===== src/rtl/adc_resp_pkg.sv =====
`timescale 1ns/1ps
package adc_resp_pkg;
  typedef enum logic [2:0] {
    ST_IDLE,
    ST_HUNT,
    ST_MODE,
    ST_CHAN,
    ST_GAP,
    ST_DATA,
    ST_DONE
  } resp_state_e;

  localparam int GAP_FALLS = 2;
endpackage


===== src/rtl/adc_resp_sync.sv =====
`timescale 1ns/1ps
module adc_resp_sync #(
  parameter logic RST_VAL = 1'b0
) (
  input  logic clk,
  input  logic rst_n,
  input  logic d,
  output logic q
);
  logic meta_q;
  logic hold_q;

  always_ff @(posedge clk or negedge rst_n) begin
    if (!rst_n) begin
      meta_q <= RST_VAL;
      hold_q <= RST_VAL;
    end else begin
      meta_q <= d;
      hold_q <= meta_q;
    end
  end

  assign q = hold_q;
endmodule


===== src/rtl/adc_resp_timing.sv =====
`timescale 1ns/1ps
module adc_resp_timing #(
  parameter int TSU_CYC  = 20,
  parameter int TCSH_CYC = 54
) (
  input  logic clk,
  input  logic rst_n,
  input  logic cs_fall,
  input  logic cs_rise,
  input  logic sclk_rise,
  input  logic err_clr,
  output logic timing_err
);
  localparam int LIM   = (TCSH_CYC > TSU_CYC) ? TCSH_CYC : TSU_CYC;
  localparam int CNT_W = $clog2(LIM + 1);
  localparam logic [CNT_W-1:0] CNT_MAX = CNT_W'(LIM);

  logic [CNT_W-1:0] su_cnt_q, su_cnt_n;
  logic [CNT_W-1:0] hi_cnt_q, hi_cnt_n;
  logic             su_arm_q, su_arm_n;
  logic             hi_arm_q, hi_arm_n;
  logic             err_q, err_n;
  logic             viol;

  always_comb begin
    su_cnt_n = su_cnt_q;
    hi_cnt_n = hi_cnt_q;
    su_arm_n = su_arm_q;
    hi_arm_n = hi_arm_q;
    viol     = 1'b0;
    if (cs_fall) begin
      su_cnt_n = CNT_W'(1);
      su_arm_n = 1'b1;
      hi_arm_n = 1'b0;
      if (hi_arm_q && (hi_cnt_q < CNT_W'(TCSH_CYC))) viol = 1'b1;
    end else if (cs_rise) begin
      hi_cnt_n = CNT_W'(1);
      hi_arm_n = 1'b1;
      su_arm_n = 1'b0;
    end else begin
      if (su_arm_q && sclk_rise) begin
        su_arm_n = 1'b0;
        if (su_cnt_q < CNT_W'(TSU_CYC)) viol = 1'b1;
      end else if (su_cnt_q != CNT_MAX) begin
        su_cnt_n = su_cnt_q + CNT_W'(1);
      end
      if (hi_cnt_q != CNT_MAX) hi_cnt_n = hi_cnt_q + CNT_W'(1);
    end
    err_n = (err_q & ~err_clr) | viol;
  end

  always_ff @(posedge clk or negedge rst_n) begin
    if (!rst_n) begin
      su_cnt_q <= '0;
      hi_cnt_q <= '0;
      su_arm_q <= 1'b0;
      hi_arm_q <= 1'b0;
      err_q    <= 1'b0;
    end else begin
      su_cnt_q <= su_cnt_n;
      hi_cnt_q <= hi_cnt_n;
      su_arm_q <= su_arm_n;
      hi_arm_q <= hi_arm_n;
      err_q    <= err_n;
    end
  end

  assign timing_err = err_q;
endmodule


===== src/rtl/adc_resp_proto.sv =====
`timescale 1ns/1ps
module adc_resp_proto
  import adc_resp_pkg::*;
#(
  parameter int DATA_W = 10,
  parameter int CHAN_N = 8,
  localparam int CHAN_W = $clog2(CHAN_N)
) (
  input  logic                     clk,
  input  logic                     rst_n,
  input  logic                     cs_s,
  input  logic                     cs_rise,
  input  logic                     sclk_rise,
  input  logic                     sclk_fall,
  input  logic                     din_s,
  input  logic [CHAN_N*DATA_W-1:0] sample_flat,
  input  logic                     err_clr,
  output logic                     dout,
  output logic                     dout_oe,
  output logic                     cmd_valid,
  output logic                     cmd_single,
  output logic [CHAN_W-1:0]        cmd_chan,
  output logic                     short_read
);
  localparam int CNT_W = $clog2(DATA_W + 1);

  logic [DATA_W-1:0] samp [CHAN_N];

  for (genvar g = 0; g < CHAN_N; g++) begin : g_slice
    assign samp[g] = sample_flat[g*DATA_W +: DATA_W];
  end

  resp_state_e       st_q, st_n;
  logic [CNT_W-1:0]  cnt_q, cnt_n;
  logic [DATA_W-1:0] sh_q, sh_n;
  logic [CHAN_W-1:0] chan_q, chan_n;
  logic              mode_q, mode_n;
  logic              dout_q, dout_n;
  logic              oe_q, oe_n;
  logic              valid_q, valid_n;
  logic              short_q, short_n;

  always_comb begin
    st_n    = st_q;
    cnt_n   = cnt_q;
    sh_n    = sh_q;
    chan_n  = chan_q;
    mode_n  = mode_q;
    dout_n  = dout_q;
    oe_n    = oe_q;
    valid_n = 1'b0;
    short_n = short_q & ~err_clr;
    if (cs_s) begin
      if (cs_rise && (st_q != ST_IDLE) && (st_q != ST_DONE)) short_n = 1'b1;
      st_n   = ST_IDLE;
      oe_n   = 1'b0;
      dout_n = 1'b0;
    end else begin
      unique case (st_q)
        ST_IDLE: st_n = ST_HUNT;
        ST_HUNT: if (sclk_rise && din_s) st_n = ST_MODE;
        ST_MODE: if (sclk_rise) begin
          mode_n = din_s;
          cnt_n  = CNT_W'(CHAN_W - 1);
          st_n   = ST_CHAN;
        end
        ST_CHAN: if (sclk_rise) begin
          chan_n = {chan_q[CHAN_W-2:0], din_s};
          if (cnt_q == '0) begin
            valid_n = 1'b1;
            cnt_n   = CNT_W'(GAP_FALLS - 1);
            st_n    = ST_GAP;
          end else begin
            cnt_n = cnt_q - CNT_W'(1);
          end
        end
        ST_GAP: if (sclk_fall) begin
          if (cnt_q == '0) begin
            oe_n   = 1'b1;
            dout_n = 1'b0;
            sh_n   = samp[chan_q];
            cnt_n  = CNT_W'(DATA_W);
            st_n   = ST_DATA;
          end else begin
            cnt_n = cnt_q - CNT_W'(1);
          end
        end
        ST_DATA: if (sclk_fall) begin
          dout_n = sh_q[DATA_W-1];
          sh_n   = {sh_q[DATA_W-2:0], 1'b0};
          cnt_n  = cnt_q - CNT_W'(1);
          if (cnt_q == CNT_W'(1)) st_n = ST_DONE;
        end
        ST_DONE: st_n = ST_DONE;
        default: st_n = ST_IDLE;
      endcase
    end
  end

  always_ff @(posedge clk or negedge rst_n) begin
    if (!rst_n) begin
      st_q    <= ST_IDLE;
      cnt_q   <= '0;
      sh_q    <= '0;
      chan_q  <= '0;
      mode_q  <= 1'b0;
      dout_q  <= 1'b0;
      oe_q    <= 1'b0;
      valid_q <= 1'b0;
      short_q <= 1'b0;
    end else begin
      st_q    <= st_n;
      cnt_q   <= cnt_n;
      sh_q    <= sh_n;
      chan_q  <= chan_n;
      mode_q  <= mode_n;
      dout_q  <= dout_n;
      oe_q    <= oe_n;
      valid_q <= valid_n;
      short_q <= short_n;
    end
  end

  assign dout       = dout_q;
  assign dout_oe    = oe_q;
  assign cmd_valid  = valid_q;
  assign cmd_single = mode_q;
  assign cmd_chan   = chan_q;
  assign short_read = short_q;
endmodule


===== src/rtl/adc_spi_responder.sv =====
`timescale 1ns/1ps
module adc_spi_responder #(
  parameter int DATA_W   = 10,
  parameter int CHAN_N   = 8,
  parameter int CLK_NS   = 5,
  parameter int TSU_NS   = 100,
  parameter int TCSH_NS  = 270,
  localparam int CHAN_W  = $clog2(CHAN_N)
) (
  input  logic                     clk,
  input  logic                     rst_n,
  input  logic                     cs_n,
  input  logic                     sclk,
  input  logic                     din,
  input  logic [CHAN_N*DATA_W-1:0] sample_flat,
  input  logic                     err_clr,
  output logic                     dout,
  output logic                     dout_oe,
  output logic                     cmd_valid,
  output logic                     cmd_single,
  output logic [CHAN_W-1:0]        cmd_chan,
  output logic                     timing_err,
  output logic                     short_read
);
  localparam int TSU_CYC  = (TSU_NS + CLK_NS - 1) / CLK_NS;
  localparam int TCSH_CYC = (TCSH_NS + CLK_NS - 1) / CLK_NS;
  localparam int N_LINES  = 3;
  localparam logic [N_LINES-1:0] LINE_RST = 3'b001;

  logic [N_LINES-1:0] raw_lines, sync_lines;
  assign raw_lines = {din, sclk, cs_n};

  for (genvar i = 0; i < N_LINES; i++) begin : g_sync
    adc_resp_sync #(.RST_VAL(LINE_RST[i])) u_sync (
      .clk  (clk),
      .rst_n(rst_n),
      .d    (raw_lines[i]),
      .q    (sync_lines[i])
    );
  end

  logic cs_s, sclk_s, din_s;
  assign cs_s   = sync_lines[0];
  assign sclk_s = sync_lines[1];
  assign din_s  = sync_lines[2];

  logic cs_prev_q, sclk_prev_q;
  always_ff @(posedge clk or negedge rst_n) begin
    if (!rst_n) begin
      cs_prev_q   <= 1'b1;
      sclk_prev_q <= 1'b0;
    end else begin
      cs_prev_q   <= cs_s;
      sclk_prev_q <= sclk_s;
    end
  end

  logic cs_rise, cs_fall, sclk_rise, sclk_fall;
  assign cs_rise   =  cs_s   & ~cs_prev_q;
  assign cs_fall   = ~cs_s   &  cs_prev_q;
  assign sclk_rise =  sclk_s & ~sclk_prev_q;
  assign sclk_fall = ~sclk_s &  sclk_prev_q;

  adc_resp_proto #(.DATA_W(DATA_W), .CHAN_N(CHAN_N)) u_proto (
    .clk        (clk),
    .rst_n      (rst_n),
    .cs_s       (cs_s),
    .cs_rise    (cs_rise),
    .sclk_rise  (sclk_rise),
    .sclk_fall  (sclk_fall),
    .din_s      (din_s),
    .sample_flat(sample_flat),
    .err_clr    (err_clr),
    .dout       (dout),
    .dout_oe    (dout_oe),
    .cmd_valid  (cmd_valid),
    .cmd_single (cmd_single),
    .cmd_chan   (cmd_chan),
    .short_read (short_read)
  );

  adc_resp_timing #(.TSU_CYC(TSU_CYC), .TCSH_CYC(TCSH_CYC)) u_timing (
    .clk       (clk),
    .rst_n     (rst_n),
    .cs_fall   (cs_fall),
    .cs_rise   (cs_rise),
    .sclk_rise (sclk_rise),
    .err_clr   (err_clr),
    .timing_err(timing_err)
  );
endmodule


===== config.mk =====
export PLATFORM = sky130hd
export DESIGN_NAME = adc_spi_responder
export DESIGN_NICKNAME = d
export VERILOG_FILES = /design/src/rtl/adc_resp_pkg.sv /design/src/rtl/adc_resp_sync.sv /design/src/rtl/adc_resp_timing.sv /design/src/rtl/adc_resp_proto.sv /design/src/rtl/adc_spi_responder.sv
export SDC_FILE = /design/constraint.sdc
export NUM_CORES = 1
export LEC_CHECK = 0
export BUFFER_PORTS_ARGS = -buffer_cell sky130_fd_sc_hd__buf_2
export CAP_MARGIN = 10
export CORE_MARGIN = 2
export CORE_UTILIZATION = 49
export DETAILED_ROUTE_END_ITERATION = 6
export PLACE_DENSITY = 0.77
export SLEW_MARGIN = 20
export SYNTH_ARGS = -nofsm -noshare
export SYNTH_HDL_FRONTEND = slang
export SYNTH_SLANG_ARGS = --single-unit

===== constraint.sdc =====
create_clock -name clk -period 6.3 [get_ports clk]
set_clock_uncertainty 0.15 [all_clocks]
set_input_delay 0.63 -clock clk [delete_from_list [all_inputs] [get_ports clk]]
set_output_delay 0.63 -clock clk [all_outputs]
set_load 0.05 [all_outputs]

* Word level (Yosys, flattened, before mapping)
Cells that the tools add are included.
Storage, ports and cells: bits in registers 48, input bits 86, output and inout bits 9, logic and storage cells 149
Operators by class: add/subtract/negate cells 3, magnitude comparators 3, equal/unequal tests 25, muxes and demuxes 55, bitwise gates (word level) 14, reduce and logical (&&, ||, !) cells 27
Operators with widths (count):
- $mux 10 | 5
- $mux 6 | 6
- $bmux 10 s3 | 1
- $mux 3 | 9
- $mux 1 | 24
- $mux 4 | 6
- $pmux 3 s7 | 1
- $pmux 10 s2 | 1
- $ne 3x2->1 const B | 6
- $pmux 4 s4 | 1
- $reduce_bool 2->1 | 7
- $add 6x1->6 const B | 2
- $ne 6x6->1 const B | 2
- $reduce_and 3->1 | 4
- $eq 3x3->1 const B | 3
- $ne 3x3->1 const B | 3
- $reduce_bool 3->1 | 3
- $ne 2x2->1 const B | 4
- $reduce_and 8->1 | 1
- $and 1x1->1 | 6
- $eq 3x2->1 const B | 2
- $lt 6x5->1 const B | 1
- $lt 6x6->1 const B | 1
- $ne 2x1->1 const B | 3
- 16 further kinds | 25

* Depth between registers and ports, before layout
Gate-level depths: netlist (run 1).
depth after elaboration 7, mapped depth 7, gate-level depth less buffers 6

* Modules after synthesis
A second synthesis (run 1) with hierarchy kept.
Second synthesis, totals: cell total of the unflattened synthesis 276, area, all modules 3079.2 sq um
By module, submodules not included:
- adc_resp_proto | instances 1, cells each 179, area each 2003.2 sq um, sequential area each 625.6 sq um
- adc_resp_timing | instances 1, cells each 85, area each 837.1 sq um, sequential area each 375.4 sq um
- adc_resp_sync at g_sync[1].u_sync ... | instances 2, cells each 2, area each 50.0 sq um, sequential area each 50.0 sq um
- adc_spi_responder | instances 1, cells each 6, area each 86.3 sq um, sequential area each 51.3 sq um
- adc_resp_sync at g_sync[0].u_sync | instances 1, cells each 2, area each 52.6 sq um, sequential area each 52.6 sq um

* Worst setup path after synthesis (run 1)
No wires, ideal clock.
path type register to register, from reg u_proto.chan_q[0] (netlist: u_proto.cmd_chan[0]), to reg u_proto.sh_q[1], library setup time 134 ps, arrival 1759 ps, required time 6016 ps, path slack 4257 ps, stages on the path, launching flop included 5, path through dfrtp_1 -> buf_2 -> mux4_2 -> mux2i_1 -> o21ai_0
On the way: cells in the longest elaborated chain, start to end 7
RTL lines:
- start, declared | RTL line adc_resp_proto.sv:36 | logic [CHAN_W-1:0] chan_q, chan_n;
- start signal, assigned | RTL line adc_resp_proto.sv:115 | chan_q <= chan_n;
- $not 3->4 (implied by the code) | RTL line adc_resp_proto.sv:81 | sh_n = samp[chan_q];
- $bmux 10 s3 | RTL line adc_resp_proto.sv:81
- $mux 10 (implied by the code) (2 in a row) | RTL line adc_resp_proto.sv:81
- $mux 10 | RTL line adc_resp_proto.sv:78 | if (cnt_q == '0) begin
- $mux 10 | RTL line adc_resp_proto.sv:77 | ST_GAP: if (sclk_fall) begin
- $pmux 10 s2 | RTL line adc_resp_proto.sv:59 | unique case (st_q)
- end signal, assigned | RTL line adc_resp_proto.sv:114 | sh_q <= sh_n;
- end, declared | RTL line adc_resp_proto.sv:35 | logic [DATA_W-1:0] sh_q, sh_n;
Every way passes these cells. The select of a mux whose other input is x is not followed. A chain may end at the register's enable or synchronous reset.

* Worst setup path after layout (run 1)
from reg u_proto.st_q[1], to reg u_proto.sh_q[9]
On the way: cells in the longest elaborated chain, start to end 3
RTL lines:
- start, declared | RTL line adc_resp_proto.sv:33 | resp_state_e st_q, st_n;
- start signal, assigned | RTL line adc_resp_proto.sv:112 | st_q <= st_n;
- $eq 3x3->1 | RTL line adc_resp_proto.sv:59
- $ne 2x1->1 (no line), or another cell as far along
- $reduce_and 5->1 (no line)
Several ways; a longest one is shown, not always the timed one.

==> impl_metrics.csv, run 1 <==
group,metric,value,unit
outcome,run_status,"finished clean",
clocking,cts-root-buf,"clkbuf_8",
final_layout,fillCellCount,540,
clocking,cts_tree,"done",
final_layout,final-instance-count-excl-fill,447,
setup_path,crit_type,"reg2reg",
final_layout,fin_nets,468,
pwr,p_leak,1.752,nW
pwr,total_power,1.172,mW
clocking,clk_pin_slew,90,ps
logic_synthesis,ys_async_sr_fraction,100.0,%
floorplan,io_pins,95,
sta,slew_headroom,29.96,%
global_routing,grt_max_degree,49,
drt,antenna_left,0,
drt,wl_per_cell,15.32,um
clocking,cts_setup_buffers,0,
logic_synthesis,synth-seq-cells,48,
sta,max_freq,394.5,MHz
floorplan,start_util,50.27,%
hold_path,hp-class,"in2async",
drt,vias,2527,
clocking,cts_buffer_depth,2,
setup_path,cp.required,6330,ps
setup_path,critPathLaunchType,"flip-flop",
logic_synthesis,synth_top_area_share,35.69,%
sta,report.final.slew_viol_count,0,
sta,setup_tns,0,ps
logic_synthesis,yosys_most_used_dff,"dfrtp_1",
final_layout,final_area,3796,sq um
logic_synthesis,synth_nets,379,
place,dpl_cell_area,3672,sq um
floorplan,coreArea,6277,sq um
logic_synthesis,syn_area_per_cell,11.27,sq um
drt,drc_errors,0,
clocking,cts-resized-gates,0,
final_layout,diodes,0,
floorplan,die_y,84.25,um
global_routing,gr-usage-met2,32.83,%
logic_synthesis,yosys.area.top_type,"dfrtp_1",
clocking,cts_htree_levels,2,
place,dp_cells,439,
place,dp_hpwl,5364,um
sta,tightestPinTransition,1044,ps
global_routing,grt_busiest_layer,"met2",
pwr,vdd.ir_drop.worst,0.1707,mV
sta,setup_viol_count_final,0,
sta,period_share,40.24,%
floorplan,rows,29,
drt,first_iter_violations,151,
logic_synthesis,netlist_instances,280,
logic_synthesis,yosysUniqueCellTypes,59,
clocking,insertion_delay,310,ps
global_routing,met3_usage,2.360,%
logic_synthesis,syn_area,3156,sq um
place,portBuffers,94,
sta,min_period,2535,ps
clocking,numClockSinks,48,
final_layout,drive_gt1_share,38.65,%
global_routing,grt-ovfl-total,0,
flow_run,cap_violations,0,
global_routing,grtUsageMet1,26.81,%
setup_path,cp-end-kind,"flip-flop",
drt,wl,6847,um
setup_path,cp.arrival,2560,ps
floorplan,die_x,84.25,um
global_routing,antenna_found_initial,0,
floorplan,fp.dieArea,7098,sq um
drt,vias_per_cell,5.653,
pwr,power_density,308.9,nW/um^2
global_routing,track_usage,19.74,%
logic_synthesis,yosysSeqAreaShare,38.18,%
place,gp_congestion,0.8580,
sta,rsz0062_at_grt,"no",
logic_synthesis,ys.warnings.count,0,
clocking,hold_buffers,0,
drt,first_pass_iters,4,
logic_synthesis,synth_edf_count,0,
final_layout,syn_to_final_growth,20.30,%
setup_path,cp_max_fo,17,
sta,hold_viol_final,0,
clocking,cts_made_buffers,5,
global_routing,grt_pass1_vias,2441,
global_routing,grt_pass1_wl,11360,um
logic_synthesis,synth.area.top_cells,"dfrtp_1 36%, mux4_2 14%, mux2i_1 6.7%",
[routing by layer]
metal,vias up,wire [um]
li1,1240,-
met5,-,0
met4,0,114
met2,84,3398
met3,7,339
met1,1196,2994
[registers in the layout, indices dropped and copies added (netlist names), 3 cells and up]
| register | cells |
|---|---|
| g_sync.u_sync.q | 3 |
| u_proto.st_q | 3 |
| u_proto.cmd_chan | 3 |
| g_sync.u_sync.meta_q | 3 |
| u_proto.cnt_q | 4 |
| u_timing.su_cnt_q | 6 |
| u_timing.hi_cnt_q | 6 |
| u_proto.sh_q | 10 |
[final cells by class]
class                   instances  area (sq um)  share of cell area, %
well taps                      77         96.34                  2.538
multi-input cells             207          1848                  48.68
clock buffers                   6         82.58                  2.175
flip-flops and latches         48          1205                  31.74
inverters                      12         45.04                  1.187
clock inverters                 2         38.79                  1.022
repair buffers                 95         480.5                  12.66
[layout by cell type, fill, tap and decap left out, types with 2 or more instances in the layout]
master    count
a2111o_1      2
a21o_1        2
a21oi_1      16
and2_1        2
and3_1        9
and4bb_2      2
buf_2        93
buf_4         2
clkbuf_8      6
dfrtp_1      45
dfstp_2       3
ha_1         13
inv_1        12
mux2_1        2
mux2_2        5
mux2i_1      21
mux4_2       20
nand2_1      14
nand2b_1      4
nand3_1       5
nand3b_1      2
nor2_1       13
nor2b_1       7
nor3_1        5
nor4bb_1      2
o211ai_1      2
o21ai_0      17
o21ai_1       6
o31ai_1       4
or3_1         2
or4_1         3
[Yosys cell counts (6+ instances only)]
| master | number |
|---|---|
| dfrtp_1 | 45 |
| mux2i_1 | 21 |
| mux4_2 | 20 |
| o21ai_0 | 17 |
| a21oi_1 | 16 |
| nand2_1 | 14 |
| ha_1 | 13 |
| nor2_1 | 13 |
| inv_1 | 12 |
| and3_1 | 9 |
| clkbuf_1 | 7 |
| nor2b_1 | 7 |
| o21ai_1 | 6 |
[worst paths after layout]
path	start	endpoint	slack, ps	depth (start not counted)
worst max-delay path	u_proto.st_q[1]	u_proto.sh_q[9]	3760	6
worst min-delay path	rst_n	u_timing.su_cnt_q[2]	170	1
worst max register to register	u_proto.st_q[1]	u_proto.sh_q[9]	3760	6
worst min register to register	g_sync[2].u_sync.meta_q	g_sync[2].u_sync.q	210	0
max in group asynchronous	rst_n	u_proto.cmd_valid	5430	1
min in group clk	g_sync[2].u_sync.meta_q	g_sync[2].u_sync.q	210	0
[stage by stage]
stage          utilization, %  hold WS [ps]  setup slack, ps
2_1_floorplan               -         181.2             4257
3_5_place_dp            58.50         186.3             3782
3_3_place_gp            58.50         182.2             3867
4_1_cts                 60.43         208.9             3748
6_report                60.47         170.5             3765
5_1_grt                 60.47         211.5             3610
[logic make-up after synthesis]
kind of cell / Yosys count / share of synthesized area [%]
flops: 48 / 38.18
xor+xnor: 1 / 0.2776
mux: 48 / 23.43
fa+ha+maj: 13 / 5.155
compound gates: 66 / 14.75
simple gates: 79 / 14.95
buf+inv: 25 / 3.251
[power breakdown]
group	switching, mW	leakage, nW	internal, mW
clock network	0.105	0.0614	0.130
registers	0.0757	0.575	0.386
logic	0.245	1.12	0.231
[critical path, stage by stage, from the launching register on]
cell,delay [ps]
dfrtp_1,400
inv_1,80
ha_1,360
nor2b_1,220
o21ai_1,810
mux2i_1,290
o21ai_0,100
Note: power is estimated with default switching activity, not from simulation.
==> inputs of run 2 (changes only) <==
- clock period: 6.3 -> 2.4 ns (I/O delays scaled with it)
==> run 2 against run 1 <==
  * Final cell count is 2.9% higher
  * Routed wire length is 4.9% higher
  * Critical path depth is 1 higher
  * Sequential share of layout area is 0.76 points lower
  * Largest power group unchanged
==> impl_metrics.csv, run 2 (synthesized netlist as in run 1, its figures left out) <==
group,metric,value,unit
pwr,power_density,788.2,nW/um^2
final_layout,largest_register_ffs,10,
sta,setup_tns,0,ps
clocking,numClockSinks,48,
sta,tightestPinTransition,844.7,ps
sta,whs,220.2,ps
setup_path,slowest_delay,410,ps
final_layout,fillCellCount,515,
final_layout,syn_to_final_growth,23.24,%
setup_path,rrSetupSlack,250,ps
setup_path,crit_type,"reg2reg",
clocking,cts-resized-gates,0,
global_routing,grt_pass1_vias,2586,
clocking,cts_made_buffers,5,
sta,setup_viol_count_final,0,
pwr,vdd.ir_drop.worst,0.3892,mV
final_layout,fin_nets,481,
clocking,cts-root-buf,"clkbuf_8",
sta,min_period,2151,ps
setup_path,worstSetupStartpoint,"u_proto.st_q[0]",
place,dp_hpwl,5477,um
final_layout,final_cell_mix,"94 x buf_2, 45 x dfrtp_1, 21 x mux2i_1",
drt,wl,7180,um
sta,report.final.slew_viol_count,0,
sta,max_freq,464.8,MHz
drt,first_iter_violations,114,
setup_path,cp-endpoint,"u_proto.sh_q[2]",
setup_path,crit_cells,7,
final_layout,diodes,0,
final_layout,final_common_cell,"buf_2",
clocking,insertion_delay,300,ps
floorplan,fp.dieArea,7098,sq um
outcome,run_status,"finished clean",
place,gp_congestion,0.8673,
drt,wl_per_cell,15.61,um
floorplan,coreArea,6277,sq um
setup_path,cp.arrival,2170,ps
final_layout,utilization,61.95,%
sta,slew_headroom,43.68,%
setup_path,critical_path_buf_inv_count,2,
floorplan,rows,29,
setup_path,path_cells,"inv_1 > ha_1 > nor4bb_1 > o21ai_1 > buf_4 > mux2i_1 > o21ai_0",
final_layout,largestRegisters,"u_proto.sh_q x10, u_timing.hi_cnt_q x6, u_timing.su_cnt_q x6",
drt,vias,2628,
flow_run,cap_violations,0,
setup_path,cp_max_fo,10,
drt,drc_errors,0,
setup_path,cp.required,2420,ps
sta,period_share,89.65,%
hold_path,hp-class,"reg2reg",
global_routing,antenna_found_initial,0,
clocking,cts_htree_levels,2,
drt,vias_per_cell,5.713,
drt,first_pass_iters,4,
final_layout,top_register,"u_proto.sh_q",
sta,worst_slack,248.5,ps
setup_path,reg2reg_to,"u_proto.sh_q[2]",
sta,rsz0062_at_grt,"no",
clocking,cts_tree,"done",
sta,hold_viol_final,0,
setup_path,crit_path_top_delay_cell,"dfrtp_1",
clocking,clk_pin_slew,80,ps
setup_path,r2r_cells,7,
pwr,p_leak,1.803,nW
setup_path,worstReg2RegStart,"u_proto.st_q[0]",
setup_path,critPathLaunchType,"flip-flop",
floorplan,io_pins,95,
global_routing,track_usage,20.74,%
drt,antenna_left,0,
floorplan,start_util,50.27,%
setup_path,cp-end-kind,"flip-flop",
global_routing,grt_max_degree,49,
clocking,cts_buffer_depth,2,
floorplan,die_y,84.25,um
global_routing,grt-ovfl-total,0,
place,dp_slack,285.7,ps
pwr,total_power,3.065,mW
global_routing,grt_pass1_wl,11860,um
hold_path,hp-start,"g_sync[2].u_sync.meta_q",
final_layout,drive_gt1_share,38.90,%
floorplan,die_x,84.25,um
setup_path,crit_family,"flip-flops",
place,portBuffers,94,
## run 2: power breakdown
group	switching (mW)	leakage (nW)	total (mW)	internal, mW
sequential	0.191	0.575	1.20	1.01
combinational	0.658	1.18	1.29	0.628
clock	0.263	0.0524	0.575	0.312
total	1.11	1.80	3.07	1.95
## run 2: worst min path at each step
stage	end	depth (start not counted)
4_1_cts	g_sync[0].u_sync.q	0
3_3_place_gp	g_sync[2].u_sync.q	0
3_5_place_dp	g_sync[0].u_sync.meta_q	1
6_report	g_sync[2].u_sync.q	0
2_1_floorplan	g_sync[1].u_sync.meta_q	0
5_1_grt	g_sync[0].u_sync.q	0
## run 2: metal layers
layer | track usage, % | routed length, um | vias to the layer above
li1 | - | - | 1261
met1 | 26.67 | 2959 | 1257
met2 | 36.29 | 3698 | 98
met3 | 2.950 | 389 | 12
met4 | 6.598 | 132 | 0
met5 | 0 | 0 | -
## run 2: area by class of cell
type                            count  area [sq um]  share of cell area (%)
Inverter                           12         45.04                   1.158
Timing Repair Buffer              108         588.1                   15.12
Clock buffer                        7         76.32                   1.963
Multi-Input combinational cell    207          1848                   47.52
Clock inverter                      1         30.03                  0.7722
Tap cell                           77         96.34                   2.477
Sequential cell                    48          1205                   30.98
## run 2: what timing repair did
item                                   4_1_cts  5_1_grt
buffers inserted                             0        0
hold buffers                                 5        0
endpoints found under the hold margin       49        0
## run 2: metrics by stage
step | std cells | cell area [sq um]
global placement | 447 | 3732
CTS | 460 | 3889
global route | 460 | 3889
finish | 460 | 3889
floorplan | 280 | 3156
detailed placement | 447 | 3732
